### src/rtl/wdt_pkg.sv
package wdt_pkg;
   localparam int WDT_SEL_W   = 2;
   localparam int WDT_NUM_SEL = 1 << WDT_SEL_W;
   typedef logic [WDT_SEL_W-1:0] wdt_sel_t;
endpackage

### src/rtl/wdt_timebase.sv
// Free-running interval counter with a selectable terminal count.
module wdt_timebase #(
   parameter int EXP0 = 15,
   parameter int EXP1 = 18,
   parameter int EXP2 = 21,
   parameter int EXP3 = 24
) (
   input  logic                 clk,
   input  logic                 rst_n,
   input  wdt_pkg::wdt_sel_t    tsel,
   input  logic                 restart,
   output logic                 hit
);
   localparam int CNT_W = EXP3;
   localparam int EXPS [wdt_pkg::WDT_NUM_SEL] = '{EXP0, EXP1, EXP2, EXP3};

   logic [CNT_W-1:0]                    cnt_q;
   logic [wdt_pkg::WDT_NUM_SEL-1:0]     at_term;

   // One terminal comparator per interval choice
   for (genvar g = 0; g < wdt_pkg::WDT_NUM_SEL; g++) begin : g_term
      localparam logic [CNT_W-1:0] TERM = CNT_W'((64'd1 << EXPS[g]) - 64'd1);
      assign at_term[g] = (cnt_q == TERM);
   end

   // A restart in the same cycle overrides the timeout
   assign hit = at_term[tsel] && !restart;

   always_ff @(posedge clk or negedge rst_n) begin
      if (!rst_n) begin
         cnt_q <= '0;
      end else if (restart || hit) begin
         cnt_q <= '0;
      end else begin
         cnt_q <= cnt_q + 1'b1;
      end
   end
endmodule

### src/rtl/wdt_grace.sv
// Grace window: opens on a timeout and fires unless cancelled.
module wdt_grace #(
   parameter int GRACE = 512
) (
   input  logic clk,
   input  logic rst_n,
   input  logic arm,
   input  logic kick,
   input  logic rst_en,
   output logic pending,
   output logic fire
);
   localparam int GW = (GRACE > 1) ? $clog2(GRACE) : 1;
   localparam logic [GW-1:0] LAST = GW'(GRACE - 1);

   logic [GW-1:0] gcnt_q;
   logic          pend_q;

   assign fire    = pend_q && (gcnt_q == LAST) && rst_en && !kick;
   assign pending = pend_q;

   always_ff @(posedge clk or negedge rst_n) begin
      if (!rst_n) begin
         pend_q <= 1'b0;
         gcnt_q <= '0;
      end else begin
         if (kick || fire || !rst_en) begin
            pend_q <= 1'b0;
         end else if (arm) begin
            pend_q <= 1'b1;
         end
         if (arm) begin
            gcnt_q <= '0;
         end else if (pend_q) begin
            gcnt_q <= gcnt_q + 1'b1;
         end
      end
   end
endmodule

### src/rtl/wdt_rst_gen.sv
// Reset output: single-cycle pulse or stretched to RST_CYCLES.
module wdt_rst_gen #(
   parameter int RST_CYCLES = 1
) (
   input  logic clk,
   input  logic rst_n,
   input  logic fire,
   output logic wd_rst
);
   if (RST_CYCLES == 1) begin : g_pulse
      logic rst_q;
      always_ff @(posedge clk or negedge rst_n) begin
         if (!rst_n) rst_q <= 1'b0;
         else        rst_q <= fire;
      end
      assign wd_rst = rst_q;
   end else begin : g_stretch
      localparam int HW = $clog2(RST_CYCLES + 1);
      logic [HW-1:0] hold_q;
      always_ff @(posedge clk or negedge rst_n) begin
         if (!rst_n) begin
            hold_q <= '0;
         end else if (fire) begin
            hold_q <= HW'(RST_CYCLES);
         end else if (hold_q != '0) begin
            hold_q <= hold_q - 1'b1;
         end
      end
      assign wd_rst = (hold_q != '0);
   end
endmodule

### src/rtl/wdt_flags.sv
// Interrupt flag (set wins over clear) and sticky reset-cause bit.
module wdt_flags (
   input  logic clk,
   input  logic rst_n,
   input  logic timeout,
   input  logic irq_clr,
   input  logic fire,
   input  logic wdrst_clr,
   output logic irq_flag,
   output logic wdrst_flag
);
   always_ff @(posedge clk or negedge rst_n) begin
      if (!rst_n) begin
         irq_flag   <= 1'b0;
         wdrst_flag <= 1'b0;
      end else begin
         if (timeout)      irq_flag <= 1'b1;
         else if (irq_clr) irq_flag <= 1'b0;
         if (fire)           wdrst_flag <= 1'b1;
         else if (wdrst_clr) wdrst_flag <= 1'b0;
      end
   end
endmodule

### src/rtl/wdt_two_stage.sv
// Two-stage watchdog: interrupt at the interval, reset after a grace window.
module wdt_two_stage #(
   parameter int EXP0       = 15,
   parameter int EXP1       = 18,
   parameter int EXP2       = 21,
   parameter int EXP3       = 24,
   parameter int GRACE      = 512,
   parameter int RST_CYCLES = 1
) (
   input  logic                             clk,
   input  logic                             rst_n,
   input  logic [wdt_pkg::WDT_SEL_W-1:0]    tsel,
   input  logic                             irq_en,
   input  logic                             rst_en,
   input  logic                             kick,
   input  logic                             irq_clr,
   input  logic                             wdrst_clr,
   output logic                             irq_flag,
   output logic                             irq,
   output logic                             wdrst_flag,
   output logic                             wd_rst
);
   initial begin : elab_chk
      if (!(EXP0 >= 1 && EXP0 < EXP1 && EXP1 < EXP2 && EXP2 < EXP3 && EXP3 <= 32))
         $fatal(1, "interval exponents must rise strictly and stay within 1..32");
      if (GRACE < 2 || (64'd1 << EXP0) <= 64'(GRACE + RST_CYCLES))
         $fatal(1, "grace window must be at least 2 and shorter than the shortest interval");
      if (RST_CYCLES < 1)
         $fatal(1, "reset length must be at least one cycle");
   end

   logic tb_hit;
   logic wd_fire;
   logic grace_pending;

   wdt_timebase #(
      .EXP0 (EXP0), .EXP1 (EXP1), .EXP2 (EXP2), .EXP3 (EXP3)
   ) u_timebase (
      .clk     (clk),
      .rst_n   (rst_n),
      .tsel    (tsel),
      .restart (kick || wd_fire),
      .hit     (tb_hit)
   );

   wdt_grace #(.GRACE(GRACE)) u_grace (
      .clk     (clk),
      .rst_n   (rst_n),
      .arm     (tb_hit && rst_en),
      .kick    (kick),
      .rst_en  (rst_en),
      .pending (grace_pending),
      .fire    (wd_fire)
   );

   wdt_rst_gen #(.RST_CYCLES(RST_CYCLES)) u_rst_gen (
      .clk    (clk),
      .rst_n  (rst_n),
      .fire   (wd_fire),
      .wd_rst (wd_rst)
   );

   wdt_flags u_flags (
      .clk        (clk),
      .rst_n      (rst_n),
      .timeout    (tb_hit),
      .irq_clr    (irq_clr),
      .fire       (wd_fire),
      .wdrst_clr  (wdrst_clr),
      .irq_flag   (irq_flag),
      .wdrst_flag (wdrst_flag)
   );

   assign irq = irq_flag && irq_en;
endmodule

### config.mk
export PLATFORM = sky130hd
export DESIGN_NAME = wdt_two_stage
export DESIGN_NICKNAME = d
export VERILOG_FILES = /design/src/rtl/wdt_pkg.sv /design/src/rtl/wdt_timebase.sv /design/src/rtl/wdt_grace.sv /design/src/rtl/wdt_rst_gen.sv /design/src/rtl/wdt_flags.sv /design/src/rtl/wdt_two_stage.sv
export SDC_FILE = /design/constraint.sdc
export NUM_CORES = 1
export LEC_CHECK = 0
export BUFFER_PORTS_ARGS = -buffer_cell sky130_fd_sc_hd__clkbuf_2
export CAP_MARGIN = 15
export CORE_UTILIZATION = 59
export DETAILED_ROUTE_END_ITERATION = 8
export PLACE_DENSITY = 0.78
export SYNTH_ARGS = -nofsm -noshare
export SYNTH_HDL_FRONTEND = slang
export SYNTH_SLANG_ARGS = --single-unit
export TNS_END_PERCENT = 5
### constraint.sdc
create_clock -name clk -period 2.1 [get_ports clk]
set_input_delay 0.315 -clock clk [delete_from_list [all_inputs] [get_ports clk]]
set_output_delay 0.315 -clock clk [all_outputs]
set_load 0.05 [all_outputs]
==> impl_metrics.json, run 1 <==
{
  "via_count_of_the_first_global_routing_pass": 1433,
  "synth-edff-count": 0,
  "routabilityCongestion": 0.820,
  "crit_slowest_cell": "sky130_fd_sc_hd__or4_4",
  "fin_skew_ns": 0.00691,
  "final.setup.tns_ns": 0,
  "synthCells": 187,
  "synthTopCellsByArea": "sky130_fd_sc_hd__dfrtp_1 (48%), sky130_fd_sc_hd__xor2_1 (9.4%), sky130_fd_sc_hd__nor2_1 (5.8%)",
  "crit_path_start_kind": "flop",
  "vdd.ir_drop.worst_mv": 0.515,
  "hold_path.class": "primary input to asynchronous set/reset pin",
  "chipWidth_um": 59.5,
  "top_cell_family_by_delay_on_the_critical_path": "simple AND/OR/NAND/NOR gates",
  "async_flop_share_pct": 100,
  "critPathRequiredTime_ns": 2.33,
  "fin_total_pwr_mw": 1.22,
  "netlist_top_cells_count": "sky130_fd_sc_hd__dfrtp_1 (37), sky130_fd_sc_hd__nor2_1 (30), sky130_fd_sc_hd__xor2_1 (21)",
  "num-nets-final": 223,
  "synthesis.area_mm2": 0.00195,
  "yosys_register_bits": 37,
  "cpPeakStageDelay_ns": 0.57,
  "ff2ff_path_depth": 5,
  "max-slew-margin-rel_pct": 56.6,
  "final_period_minus_worst_setup_slack_ns": 2.00,
  "boundaryPins": 13,
  "drc": 0,
  "reg2reg_slack_ns": 0.1,
  "postLayoutCellArea_mm2": 0.00216,
  "first_pass_grt_wire_length_um": 6320,
  "via_count": 1396,
  "synth.most_common_cell": "sky130_fd_sc_hd__dfrtp_1",
  "critical_path_buf_inv_count": 0,
  "overflow": 0,
  "rsz0062_at_grt": "false",
  "cts_repair_resize_count": 0,
  "yosys.area.top_type_share_pct": 47.5,
  "place.detailed.hpwl_um": 2570,
  "num_antenna_cells": 0,
  "clockBufferDepth": 2,
  "rows": 20,
  "drt_antenna_net_count": 0,
  "chipHeight_um": 59.5,
  "failed_checks": "hold timing",
  "critPathArrivalTime_ns": 2.24,
  "cp_max_fo": 9,
  "fin_crit_sh_pct": 95.3,
  "root_buffer": "sky130_fd_sc_hd__clkbuf_4",
  "post-cts-setup-buffer-count": 0,
  "cts_tree": "done",
  "placement.io_buffers": 12,
  "ys_warnings": 0,
  "cts-htree-levels": 2,
  "r2r-start": "u_timebase.cnt_q[21]",
  "power.leakage_nw": 0.913,
  "achievable-frequency_mhz": 499,
  "numCtsBuffers": 5,
  "post_route_cells_drive_above_1_share_pct": 24.2,
  "placed_area_mm2": 0.00209,
  "cap_violations": 0,
  "crit_chain": "or4_4 > a2111oi_4 > o21ai_4 > nor2_4 > nor2_1",
  "coreArea_mm2": 0.00310,
  "hold_ws_ns": -0.00786,
  "cts.sink_count": 37,
  "yosysTopAreaCell": "sky130_fd_sc_hd__dfrtp_1",
  "insertion_delay_ns": 0.34,
  "synth_nets": 199,
  "die_area_mm2": 0.00354,
  "cts_hold_buffers": 0,
  "critPathCaptureType": "flop",
  "maxSlewViolCount": 0,
  "report.final.hold_viol_count": 25,
  "synth.yosys.seq_area_share_pct": 47.5,
  "timing.final.setup_violations": 0,
  "routed_via_density": 5.47,
  "ys_dominant_reg_cell": "sky130_fd_sc_hd__dfrtp_1",
  "worst_r2r_endpoint": "u_grace.gcnt_q[3]",
  "cts.clk_slew.worst_paths_ns": 0.11,
  "drt_iter0_drc": 74,
  "run_status": "complete, but fails checks",
  "power_per_cell_area_mw_per_mm2": 566,
  "drt-wirelength-per-cell_um": 14.1,
  "detailedRoute.firstPassIterationCount": 4,
  "post_synth.cell_area_avg_um2": 10.4,
  "netlist-cell-type-count": 35,
  "grt.total_usage_pct": 24.7,
  "post_detailed_routing_wire_length_um": 3600,
  "floorplan.initialDensity_pct": 62.8,
  "grt_start_max_net_pins": 38,
  "crit_type": "flop to flop",
  "areaGrowthSynthToFinish_pct": 10.7,
  "worst_pin_slew_ns": 0.645,
  "grt_antenna_before_repair": 0
}
area by class of cell:
class | count | area (um^2)
multi-input cells | 141 | 975
flip-flops and latches | 37 | 926
clock buffers | 7 | 55.1
fillers | 246 | 946
repair buffers | 21 | 128
inverters | 5 | 18.8
well taps | 44 | 55.1
state kept, by name, summed over array words and instances, names as in the netlist:
register            flops
u_timebase.cnt_q       24
u_grace.gcnt_q          9
u_flags.irq_flag        1
u_flags.wdrst_flag      1
u_grace.pending         1
u_rst_gen.wd_rst        1
how the worst max path moves through the flow:
stage	slack (ns)	start	end	cells past startpoint
after floorplan	0.19	u_timebase.cnt_q[15]	u_timebase.cnt_q[15]	6
after global placement	0.11	u_timebase.cnt_q[21]	u_timebase.cnt_q[2]	5
after detailed placement	0.06	u_timebase.cnt_q[21]	u_grace.gcnt_q[3]	5
after CTS	0.04	u_timebase.cnt_q[21]	u_grace.gcnt_q[3]	5
after global routing	0.001	u_timebase.cnt_q[17]	u_grace.gcnt_q[3]	5
final	0.1	u_timebase.cnt_q[21]	u_grace.gcnt_q[3]	5
where the power goes:
| part | internal [mW] | switching, mW | leakage (nW) |
|---|---|---|---|
| combinational | 0.0340 | 0.0529 | 0.400 |
| sequential | 0.729 | 0.0173 | 0.482 |
| clock | 0.158 | 0.229 | 0.0314 |
| total | 0.921 | 0.300 | 0.913 |
cell families (layout without fill, tap and decap cells):
group                    Yosys count  in the layout  synth area share, %
AND/OR/NAND/NOR                   99             99                 28.3
flip-flops                        37             37                 47.5
XOR/XNOR                          28             28                 12.6
AO/OA/AOI/OAI                      9              9                 5.59
buffers and inverters              9             33                 3.08
adder cells (fa/ha/maj)            3              3                 1.93
multiplexers                       2              2                 1.03
layout by cell type, fill, tap and decap left out, types with 2 or more instances in the layout:
master / synthesis / routed
sky130_fd_sc_hd__ha_1: 3 / 3
sky130_fd_sc_hd__xnor2_1: 7 / 7
sky130_fd_sc_hd__nor3_1: 3 / 3
sky130_fd_sc_hd__or4_4: 1 / 2
sky130_fd_sc_hd__xor2_1: 21 / 21
sky130_fd_sc_hd__nand3_1: 13 / 13
sky130_fd_sc_hd__a2111oi_4: 2 / 2
sky130_fd_sc_hd__o22ai_1: 2 / 2
sky130_fd_sc_hd__and3_2: 2 / 2
sky130_fd_sc_hd__nor2_2: 10 / 10
sky130_fd_sc_hd__or4_1: 3 / 2
sky130_fd_sc_hd__mux2i_1: 2 / 2
sky130_fd_sc_hd__inv_1: 5 / 5
sky130_fd_sc_hd__clkbuf_2: 0 / 12
sky130_fd_sc_hd__nand4_1: 12 / 12
sky130_fd_sc_hd__and2_1: 2 / 2
sky130_fd_sc_hd__clkbuf_4: 0 / 5
sky130_fd_sc_hd__a21oi_1: 2 / 2
sky130_fd_sc_hd__nor2_1: 30 / 30
sky130_fd_sc_hd__nand2_1: 12 / 12
sky130_fd_sc_hd__nand4_2: 2 / 2
sky130_fd_sc_hd__dfrtp_1: 37 / 37
sky130_fd_sc_hd__buf_4: 0 / 9
through the flow:
| stage | setup WS [ns] | utilization [%] | std cells |
|---|---|---|---|
| 2_1_floorplan | 0.192 | - | 187 |
| 3_3_place_gp | 0.113 | 67.3 | 248 |
| 3_5_place_dp | 0.0615 | 67.3 | 248 |
| 4_1_cts | 0.0359 | 69.1 | 255 |
| 5_1_grt | 0.00111 | 69.5 | 255 |
| 6_report | 0.0980 | 69.5 | 255 |
per-layer routing:
metal | GRT usage [%] | wire length, um | up-vias
li1 | - | - | 691
met1 | 32.4 | 1700 | 673
met2 | 38.8 | 1710 | 25
met3 | 6.99 | 123 | 7
met4 | 9.18 | 62 | 0
met5 | 0 | 0 | -
No activity file was read; power rests on OpenSTA's default activity.
==> inputs of run 2 (changes only) <==
Settings changed: RECOVER_POWER from default to 50.
==> run 2 against run 1 <==
- the flow now finishes without violations
- die area did not move
- combinational power decreased by 0.8%
- count of clock-buffer cells in the layout stayed put
- clock power about the same
- worst hold slack better by 0.16 ns
- non-clock buffer count did not move
- clock skew unchanged
- critical endpoint unchanged
==> impl_metrics.json, run 2 (same netlist as run 1, synthesis figures left out) <==
{
  "cts_tree": "done",
  "detailedRoute.firstPassIterationCount": 4,
  "clockBufferDepth": 2,
  "routabilityCongestion": 0.820,
  "crit_path_start_kind": "flop",
  "final_period_minus_worst_setup_slack_ns": 2.00,
  "hold_path.class": "primary input to asynchronous set/reset pin",
  "crit_type": "flop to flop",
  "numCtsBuffers": 5,
  "num_antenna_cells": 0,
  "power_per_cell_area_mw_per_mm2": 566,
  "boundaryPins": 13,
  "net-switching-power_uw": 300,
  "critPathRequiredTime_ns": 2.33,
  "critPathArrivalTime_ns": 2.24,
  "final.setup.tns_ns": 0,
  "root_buffer": "sky130_fd_sc_hd__clkbuf_4",
  "combPwrFrac_pct": 7.1,
  "cts.sink_count": 37,
  "drc": 0,
  "chipWidth_um": 59.5,
  "achievable-frequency_mhz": 499,
  "place.detailed.hpwl_um": 2570,
  "vdd.ir_drop.worst_mv": 0.515,
  "stdcell_count": 255,
  "die_area_mm2": 0.00354,
  "largest_register_ff_count": 24,
  "rsz0062_at_grt": "false",
  "worst_pin_slew_ns": 0.874,
  "insertion_delay_ns": 0.34,
  "placement.io_buffers": 12,
  "fin_skew_ns": 0.00691,
  "final_cell_mix": "sky130_fd_sc_hd__dfrtp_1 (37), sky130_fd_sc_hd__nor2_1 (30), sky130_fd_sc_hd__xor2_1 (21), sky130_fd_sc_hd__nand3_1 (13), sky130_fd_sc_hd__clkbuf_2 (13)",
  "maxSlewViolCount": 0,
  "run_status": "complete, no violations",
  "chipHeight_um": 59.5,
  "via_count_of_the_first_global_routing_pass": 1433,
  "overflow": 0,
  "post-cts-setup-buffer-count": 0,
  "cts.clk_slew.worst_paths_ns": 0.11,
  "cap_violations": 0,
  "floorplan.initialDensity_pct": 62.8,
  "placedCellCount": 248,
  "layout_commonest_cell": "sky130_fd_sc_hd__dfrtp_1",
  "drt_antenna_net_count": 0,
  "cts_repair_resize_count": 0,
  "layout.filler_cells": 247,
  "hold_ws_ns": 0.152,
  "rows": 20,
  "drt_iter0_drc": 74,
  "largest_registers": "u_timebase.cnt_q (24), u_grace.gcnt_q (9)",
  "num-nets-final": 223,
  "post_route_cells_drive_above_1_share_pct": 24.2,
  "grt_start_max_net_pins": 38,
  "via_count": 1396,
  "critPathCaptureType": "flop",
  "cts-htree-levels": 2,
  "internal_power_uw": 921,
  "cts_hold_buffers": 0,
  "post_detailed_routing_wire_length_um": 3600,
  "report.final.hold_viol_count": 0,
  "sw_frac_of_total_pct": 24.6,
  "pwr-share-clk_pct": 31.8,
  "fin_crit_sh_pct": 95.3,
  "cp_max_fo": 9,
  "max-slew-margin-rel_pct": 41.7,
  "areaGrowthSynthToFinish_pct": 10.6,
  "drt-wirelength-per-cell_um": 14.1,
  "coreArea_mm2": 0.00310,
  "grt_antenna_before_repair": 0,
  "max_flop_register": "u_timebase.cnt_q",
  "power.leakage_nw": 0.913,
  "grt.total_usage_pct": 24.7,
  "routed_via_density": 5.47,
  "timing.final.setup_violations": 0,
  "placed_area_mm2": 0.00209,
  "first_pass_grt_wire_length_um": 6320,
  "seqPwrFrac_pct": 61.2,
  "postLayoutCellArea_mm2": 0.00215
}
[run 2: power by group through the flow]
| stage | combinational (mW) | sequential [mW] | clock, mW |
|---|---|---|---|
| after floorplan | 0.0538 | 0.756 | 0 |
| after global placement | 0.0829 | 0.758 | 0 |
| after detailed placement | 0.0860 | 0.760 | 0 |
| after CTS | 0.0867 | 0.747 | 0.394 |
| after global routing | 0.0988 | 0.749 | 0.428 |
| final | 0.0863 | 0.746 | 0.387 |
[run 2: worst max-delay path, stage by stage (launching register included)]
cell and delay (ns):
sky130_fd_sc_hd__dfrtp_1 0.45, sky130_fd_sc_hd__or4_4 0.57, sky130_fd_sc_hd__a2111oi_4 0.41, sky130_fd_sc_hd__o21ai_4 0.16
sky130_fd_sc_hd__nor2_4 0.23, sky130_fd_sc_hd__nor2_1 0.08
[run 2: area by class of cell]
class	instances	area, um^2	area share (%)
Sequential cell	37	926	43.0
Clock buffer	7	55.1	2.56
Multi-Input combinational cell	141	975	45.2
Inverter	5	18.8	0.871
Timing Repair Buffer	21	125	5.81
Tap cell	44	55.1	2.56
[run 2: path summary, 6_finish.rpt]
path / startpoint / end / slack [ns] / cells past startpoint
hold / removal: rst_n / u_timebase.cnt_q[6] / 0.15 / 2
max in group asynchronous: rst_n / u_flags.wdrst_flag / 1.40 / 2
hold reg to reg: u_timebase.cnt_q[0] / u_timebase.cnt_q[0] / 0.50 / 1
setup reg to reg: u_timebase.cnt_q[21] / u_grace.gcnt_q[3] / 0.1 / 5
min in group clk: wdrst_clr / u_flags.wdrst_flag / 0.17 / 2
setup / recovery: u_timebase.cnt_q[21] / u_grace.gcnt_q[3] / 0.1 / 5
[run 2: metrics by stage]
| step | power, mW | util (%) | setup WS, ns |
|---|---|---|---|
| 3_5_place_dp | 0.846 | 67.3 | 0.0615 |
| 5_1_grt | 1.28 | 69.4 | 0.00111 |
| 3_3_place_gp | 0.841 | 67.3 | 0.113 |
| 6_report | 1.22 | 69.4 | 0.0980 |
| 2_1_floorplan | 0.810 | - | 0.192 |
| 4_1_cts | 1.23 | 69.1 | 0.0359 |
[run 2: routing by layer]
metal  routed length, um  track usage (%)
met1                1700             32.4
met2                1710             38.8
met3                 123             6.99
met4                  62             9.18
met5                   0                0
